**src/rtl/lcd_seq_pkg.sv**
```systemverilog
package lcd_seq_pkg;
    localparam int LVL_W = 2;
    typedef logic [LVL_W-1:0] lvl_t;
    localparam lvl_t LVL_V0 = 2'd0;
    localparam lvl_t LVL_V1 = 2'd1;
    localparam lvl_t LVL_V2 = 2'd2;
    localparam lvl_t LVL_V3 = 2'd3;

    localparam int CTRL_EN   = 7;
    localparam int CTRL_SLP  = 6;
    localparam int CTRL_RSVD = 5;
    localparam int CTRL_VGEN = 4;

    typedef struct packed {
        logic       en;
        logic       slp;
        logic       vgen;
        logic [1:0] src;
        logic [1:0] mux;
    } ctrl_t;

    function automatic ctrl_t decode_ctrl(input logic [7:0] b);
        ctrl_t c;
        c.en   = b[CTRL_EN];
        c.slp  = b[CTRL_SLP];
        c.vgen = b[CTRL_VGEN];
        c.src  = b[3:2];
        c.mux  = b[1:0];
        return c;
    endfunction
endpackage

```
**src/rtl/lcd_regfile.sv**
```systemverilog
module lcd_regfile #(
    parameter int NREG = 16,
    parameter int DW   = 8,
    parameter int AW   = 5
) (
    input  logic             clk,
    input  logic             rst_n,
    input  logic             we,
    input  logic [AW-1:0]    addr,
    input  logic [DW-1:0]    wdata,
    output logic [DW-1:0]    rdata,
    output logic [NREG*DW-1:0] pix,
    output logic [7:0]       ctrl_byte,
    output logic [DW-1:0]    presc
);
    import lcd_seq_pkg::*;
    localparam int ADDR_CTRL  = NREG;
    localparam int ADDR_PRESC = NREG + 1;

    typedef struct packed {
        logic [NREG*DW-1:0] pix;
        logic [7:0]         ctrl;
        logic [DW-1:0]      presc;
    } rf_t;

    rf_t rf_d, rf_q;

    always_comb begin
        rf_d = rf_q;
        if (we) begin
            if (int'(addr) < NREG) begin
                rf_d.pix[int'(addr)*DW +: DW] = wdata;
            end else if (int'(addr) == ADDR_CTRL) begin
                rf_d.ctrl = wdata[7:0];
                rf_d.ctrl[CTRL_RSVD] = 1'b0;
            end else if (int'(addr) == ADDR_PRESC) begin
                rf_d.presc = wdata;
            end
        end
    end

    always_comb begin
        rdata = '0;
        if (int'(addr) < NREG) begin
            rdata = rf_q.pix[int'(addr)*DW +: DW];
        end else if (int'(addr) == ADDR_CTRL) begin
            rdata[7:0] = rf_q.ctrl;
        end else if (int'(addr) == ADDR_PRESC) begin
            rdata = rf_q.presc;
        end
    end

    always_ff @(posedge clk or negedge rst_n) begin
        if (!rst_n) rf_q <= '0;
        else        rf_q <= rf_d;
    end

    assign pix       = rf_q.pix;
    assign ctrl_byte = rf_q.ctrl;
    assign presc     = rf_q.presc;
endmodule

```
**src/rtl/lcd_slot_timer.sv**
```systemverilog
module lcd_slot_timer #(
    parameter int PW      = 8,
    parameter int SYS_DIV = 256
) (
    input  logic          clk,
    input  logic          rst_n,
    input  logic          run,
    input  logic          clear,
    input  logic [1:0]    src,
    input  logic [PW-1:0] presc,
    input  logic          ext_clk,
    input  logic          rc_clk,
    output logic          slot
);
    localparam int DIV_W = (SYS_DIV > 1) ? $clog2(SYS_DIV) : 1;

    typedef struct packed {
        logic [DIV_W-1:0] div_cnt;
        logic [PW-1:0]    pre_cnt;
        logic             ext_prev;
        logic             rc_prev;
    } tm_t;

    tm_t tm_d, tm_q;
    logic src_tick;
    logic sys_tick;

    always_comb begin
        tm_d          = tm_q;
        tm_d.ext_prev = ext_clk;
        tm_d.rc_prev  = rc_clk;
        sys_tick      = (tm_q.div_cnt == DIV_W'(SYS_DIV - 1));
        unique case (src)
            2'b00:   src_tick = sys_tick;
            2'b01:   src_tick = ext_clk & ~tm_q.ext_prev;
            default: src_tick = rc_clk & ~tm_q.rc_prev;
        endcase
        slot = run && src_tick && (tm_q.pre_cnt >= presc);
        if (clear) begin
            tm_d.div_cnt = '0;
            tm_d.pre_cnt = '0;
        end else if (run) begin
            tm_d.div_cnt = sys_tick ? '0 : tm_q.div_cnt + 1'b1;
            if (src_tick) begin
                tm_d.pre_cnt = slot ? '0 : tm_q.pre_cnt + 1'b1;
            end
        end
    end

    always_ff @(posedge clk or negedge rst_n) begin
        if (!rst_n) tm_q <= '0;
        else        tm_q <= tm_d;
    end
endmodule

```
**src/rtl/lcd_com_seq.sv**
```systemverilog
module lcd_com_seq #(
    parameter int NCOM = 4,
    localparam int CW  = (NCOM > 1) ? $clog2(NCOM) : 1
) (
    input  logic          clk,
    input  logic          rst_n,
    input  logic          clear,
    input  logic          slot,
    input  logic [CW-1:0] last,
    output logic [CW-1:0] com_idx,
    output logic          phase
);
    typedef struct packed {
        logic [CW-1:0] idx;
        logic          ph;
    } seq_t;

    seq_t seq_d, seq_q;

    always_comb begin
        seq_d = seq_q;
        if (clear) begin
            seq_d = '0;
        end else if (slot) begin
            if (seq_q.idx >= last) begin
                seq_d.idx = '0;
                seq_d.ph  = ~seq_q.ph;
            end else begin
                seq_d.idx = seq_q.idx + 1'b1;
            end
        end
    end

    always_ff @(posedge clk or negedge rst_n) begin
        if (!rst_n) seq_q <= '0;
        else        seq_q <= seq_d;
    end

    assign com_idx = seq_q.idx;
    assign phase   = seq_q.ph;
endmodule

```
**src/rtl/lcd_level_map.sv**
```systemverilog
module lcd_level_map #(
    parameter int NCOM = 4,
    parameter int NSEG = 32,
    localparam int CW  = (NCOM > 1) ? $clog2(NCOM) : 1
) (
    input  logic                 en,
    input  logic [CW-1:0]        last,
    input  logic [CW-1:0]        com_idx,
    input  logic                 phase,
    input  logic [NCOM*NSEG-1:0] pix,
    output logic [NCOM*2-1:0]    com_lvl,
    output logic [NSEG*2-1:0]    seg_lvl
);
    import lcd_seq_pkg::*;

    lvl_t sel_l, unsel_l, dark_l, clear_l;

    always_comb begin
        sel_l = phase ? LVL_V0 : LVL_V3;
        dark_l = phase ? LVL_V3 : LVL_V0;
        if (last == '0) begin
            unsel_l = LVL_V0;
            clear_l = sel_l;
        end else begin
            unsel_l = phase ? LVL_V2 : LVL_V1;
            clear_l = phase ? LVL_V1 : LVL_V2;
        end
        for (int c = 0; c < NCOM; c++) begin
            if (!en || c > int'(last)) com_lvl[c*2 +: 2] = LVL_V0;
            else if (c == int'(com_idx)) com_lvl[c*2 +: 2] = sel_l;
            else com_lvl[c*2 +: 2] = unsel_l;
        end
        for (int s = 0; s < NSEG; s++) begin
            if (!en || s >= NSEG - int'(last)) seg_lvl[s*2 +: 2] = LVL_V0;
            else if (pix[int'(com_idx)*NSEG + s]) seg_lvl[s*2 +: 2] = dark_l;
            else seg_lvl[s*2 +: 2] = clear_l;
        end
    end
endmodule

```
**src/rtl/lcd_mux_seq.sv**
```systemverilog
module lcd_mux_seq #(
    parameter int NCOM    = 4,
    parameter int NSEG    = 32,
    parameter int DW      = 8,
    parameter int SYS_DIV = 256,
    localparam int NREG   = NCOM * NSEG / DW,
    localparam int AW     = $clog2(NREG + 2),
    localparam int CW     = (NCOM > 1) ? $clog2(NCOM) : 1
) (
    input  logic              clk,
    input  logic              rst_n,
    input  logic              bus_we,
    input  logic [AW-1:0]     bus_addr,
    input  logic [DW-1:0]     bus_wdata,
    output logic [DW-1:0]     bus_rdata,
    input  logic              ext_clk,
    input  logic              rc_clk,
    input  logic              sleep_in,
    output logic [NCOM*2-1:0] com_lvl,
    output logic [NSEG*2-1:0] seg_lvl,
    output logic              vgen_en
);
    import lcd_seq_pkg::*;

    logic [NREG*DW-1:0] pix;
    logic [7:0]         ctrl_byte;
    logic [DW-1:0]      presc;
    ctrl_t              ctrl;
    logic               run, clear, slot, phase;
    logic [CW-1:0]      com_idx;

    lcd_regfile #(.NREG(NREG), .DW(DW), .AW(AW)) regs_i (
        .clk(clk), .rst_n(rst_n), .we(bus_we), .addr(bus_addr),
        .wdata(bus_wdata), .rdata(bus_rdata), .pix(pix),
        .ctrl_byte(ctrl_byte), .presc(presc)
    );

    always_comb begin
        ctrl  = decode_ctrl(ctrl_byte);
        clear = ~ctrl.en;
        run   = ctrl.en & ~(ctrl.slp & sleep_in);
    end

    lcd_slot_timer #(.PW(DW), .SYS_DIV(SYS_DIV)) timer_i (
        .clk(clk), .rst_n(rst_n), .run(run), .clear(clear),
        .src(ctrl.src), .presc(presc), .ext_clk(ext_clk),
        .rc_clk(rc_clk), .slot(slot)
    );

    lcd_com_seq #(.NCOM(NCOM)) seq_i (
        .clk(clk), .rst_n(rst_n), .clear(clear), .slot(slot),
        .last(CW'(ctrl.mux)), .com_idx(com_idx), .phase(phase)
    );

    lcd_level_map #(.NCOM(NCOM), .NSEG(NSEG)) map_i (
        .en(ctrl.en), .last(CW'(ctrl.mux)), .com_idx(com_idx),
        .phase(phase), .pix(pix), .com_lvl(com_lvl), .seg_lvl(seg_lvl)
    );

    assign vgen_en = ctrl.vgen;
endmodule

```
**config.mk**
```make
export PLATFORM = sky130hd
export DESIGN_NAME = lcd_mux_seq
export DESIGN_NICKNAME = d
export VERILOG_FILES = /design/src/rtl/lcd_seq_pkg.sv /design/src/rtl/lcd_regfile.sv /design/src/rtl/lcd_slot_timer.sv /design/src/rtl/lcd_com_seq.sv /design/src/rtl/lcd_level_map.sv /design/src/rtl/lcd_mux_seq.sv
export SDC_FILE = /design/constraint.sdc
export NUM_CORES = 1
export LEC_CHECK = 0
export BUFFER_PORTS_ARGS = -buffer_cell sky130_fd_sc_hd__buf_2
export CAP_MARGIN = 20
export CORE_ASPECT_RATIO = 0.8
export CORE_MARGIN = 4
export CORE_UTILIZATION = 45
export CTS_BUF_LIST = sky130_fd_sc_hd__clkbuf_8
export CTS_CLUSTER_DIAMETER = 120
export CTS_CLUSTER_SIZE = 30
export DETAILED_ROUTE_END_ITERATION = 8
export GPL_TIMING_DRIVEN = 0
export PLACE_DENSITY = 0.76
export SYNTH_ARGS = -nofsm -noshare
export SYNTH_HDL_FRONTEND = slang
export SYNTH_SLANG_ARGS = --single-unit
```
**constraint.sdc**
```tcl
create_clock -name clk -period 4 [get_ports clk]
set_input_delay 0.8 -clock clk [delete_from_list [all_inputs] [get_ports clk]]
set_output_delay 0.8 -clock clk [all_outputs]
set_load 0.005 [all_outputs]
```
==> metrics.txt <==
Met1 Wirelength 12800 um; max cap viols 0; final setup skew 0.00802 ns; HP Class in -> async; H-tree depth 4; Psw 2.29 mW; grt total ovfl 0; leading area contributor after synthesis dfrtp_1; drt drc 0; final-report hold violation count 0; Avg Synthesized Cell Area 11.8 sq um; detailed-route wire length 31600 um; FMAX 258 MHz; Slew HR 0.320; post-route cell area 11900 sq um; Cell Pwr Density 499 nW/um^2; TNS Setup 0 ns; IO Pins 100; die area 25400 sq um; slowest stage cell, crit path a221oi_4; Ys Warns 0; Crit Path Max Fanout 10; WP data arrival 3.08 ns; Initial Util 0.458; fin crit period 3.88 ns; sequential share of power 0.327; status finished clean; share of post-route cells with drive strength above 1 0.378; Sw Ratio 0.385; ys async rst share 1.00; Worst-path clk slew 0.10 ns; CP max stage delay 0.31 ns; Die X 177 um; hold_ws 0.321 ns; synth unique cells 58; Least-Margin Pin Slew 1.02 ns; WP data required 3.20 ns; DR iter-0 viols 749; Int Pwr 3.65 mW; global placer's final weighted congestion 0.928; Comb pwr share 0.445; r2r setup slk 1.04 ns; worst skew pair latency 0.49 ns; post-synth design cell area 10300 sq um; VDD IR max 0.264 mV; Synth top area share 0.399; initial antenna violation count 1; largest net degree at the start of global routing 95; GRT Overall Usage 0.254; routed wl met2 13500 um; critical path type in -> out; Sink Count 164; most instantiated library cell after synthesis dfrtp_1; CP startpoint kind primary input; clock share of power 0.228; CTS tree yes; Synthesized Nets 915; Detail Route Antenna Nets 0; number of synthesized flops with an enable pin 0; Die Span Y 143 um; Synth Instances 871; sequential fraction of the synthesis area 0.399; Area contributors post-synth dfrtp_1, mux4_2, mux2_2, mux2i_1, ha_1; Worst R2R Path Depth 8; site row count 49; 1st-pass router iterations 5; CTS buffer count 17; overall power 5.93 mW; crit end category output port; final setup vio count 0; Final nets 1036; Vias 7975; post-placement cell area 11200 sq um; Final HPWL DP 22600 um; commonest cells in the netlist dfrtp_1, mux2_2, nor2_1; crit-path cells buf_2, buf_6, buf_12, inv_1, ha_4, nor3b_4, ha_1, buf_6, nor2_4, buf_12, a221oi_4, a311oi_2, buf_2; Detail Route met3 WL 4070 um; CTS Buffer Depth 2; vias in the first global route 7965; Root Buffer clkbuf_8; Cell Count, Final, Fillers Out 1312; routed len/inst 24.1 um; placed instance count 1277; IO buf count 98; period utilisation layout 0.969; synthesis-stage register bit count 164; max-slew violations 0; Area Overhead vs Synth 15.4%; Vias/cell 6.08; P_leak 5.40 nW; main flop type after synthesis dfrtp_1; Top Layer Used met5; core area 22500 sq um; first-pass GRT wire length 48300 um; filler cell count in the final layout 1904
-- registers in the layout, summed over array words and instances, names as in the netlist --
signal,flops
seq_i.phase,1
regs_i.pix,128
timer_i.tm_q,18
seq_i.com_idx,2
regs_i.ctrl_byte,7
regs_i.presc,8
-- power by group through the flow --
stage | registers (mW) | clock network [mW] | logic (mW)
after floorplan | 1.91 | 0 | 1.70
after global placement | 1.95 | 0 | 2.53
after detailed placement | 1.96 | 0 | 2.58
after CTS | 1.93 | 1.35 | 2.62
after global routing | 1.96 | 1.42 | 2.88
final | 1.94 | 1.36 | 2.64
-- placed cells by master, fill, tap and decap left out, drive strengths merged, types with 6 or more instances in the layout --
cell type,instances
a211oi,14
a21oi,10
a221oi,7
a311oi,7
and2,25
and3,13
buf,129
clkbuf,44
dfrtp,164
ha,25
inv,34
mux2,128
mux2i,46
mux4,64
nand2,36
nand2b,8
nand3,28
nor2,89
nor2b,12
nor3,6
o21ai,31
xnor2,34
-- kinds of logic (layout without fill, tap and decap cells) --
logic type / Yosys count / in the layout / synth area share
AOI/OAI and AO/OA: 88 / 88 / 0.0588
xor gates and xnor gates: 36 / 36 / 0.0306
adders and majority gates: 25 / 25 / 0.0304
buffers and inverters: 85 / 219 / 0.0355
DFF: 164 / 164 / 0.399
muxes: 238 / 238 / 0.328
other: 0 / 1 / 0
and+or+nand+nor: 235 / 235 / 0.118
-- layout make-up --
type                            instances  area, sq um  area share
Multi-Input combinational cell        622         5980       0.504
Sequential cell                       164         4100       0.345
Timing Repair Buffer                  104          578      0.0486
Tap cell                              306          383      0.0322
Buffer                                 51          278      0.0234
Clock buffer                           18          248      0.0208
Clock inverter                         14          186      0.0157
Inverter                               32          120      0.0101
Antenna cell                            1         2.50    0.000211
-- worst max-delay path: cells and delay by family --
family | cells | cell delay [ns]
AOI/OAI and AO/OA | 2 | 0.42
adders and majority gates | 2 | 0.42
buffers and inverters | 7 | 1.14
and+or+nand+nor | 2 | 0.28
-- timing repair --
action	4_1_cts	5_1_grt
setup buffers	3	1
pin swaps	5	0
endpoints found under the setup margin	80	7
hold buffers	0	0
gates resized for setup	30	3
-- final timing paths --
kind / startpoint / endpoint
worst max-delay path: bus_addr[0] / bus_rdata[0]
worst min-delay path: rst_n / timer_i.tm_q[10]
worst max register to register: seq_i.com_idx[0] / seq_i.com_idx[0]
worst min register to register: timer_i.tm_q[10] / timer_i.tm_q[10]
max in group asynchronous: rst_n / regs_i.pix[45]
min in group clk: rc_clk / timer_i.tm_q[0]
-- routing by layer --
metal / track usage / vias to the layer above
li1: - / 3449
met1: 0.344 / 3976
met2: 0.361 / 448
met3: 0.109 / 100
met4: 0.107 / 2
met5: 0 / -
-- per-stage QoR --
stage	utilization	setup WS [ns]
detailed placement	0.499	-1.31
global route	0.528	-0.00908
global placement	0.496	-1.20
CTS	0.527	0.0385
finish	0.528	0.123
floorplan	-	0.0389
(Power assumes the default switching activity.)
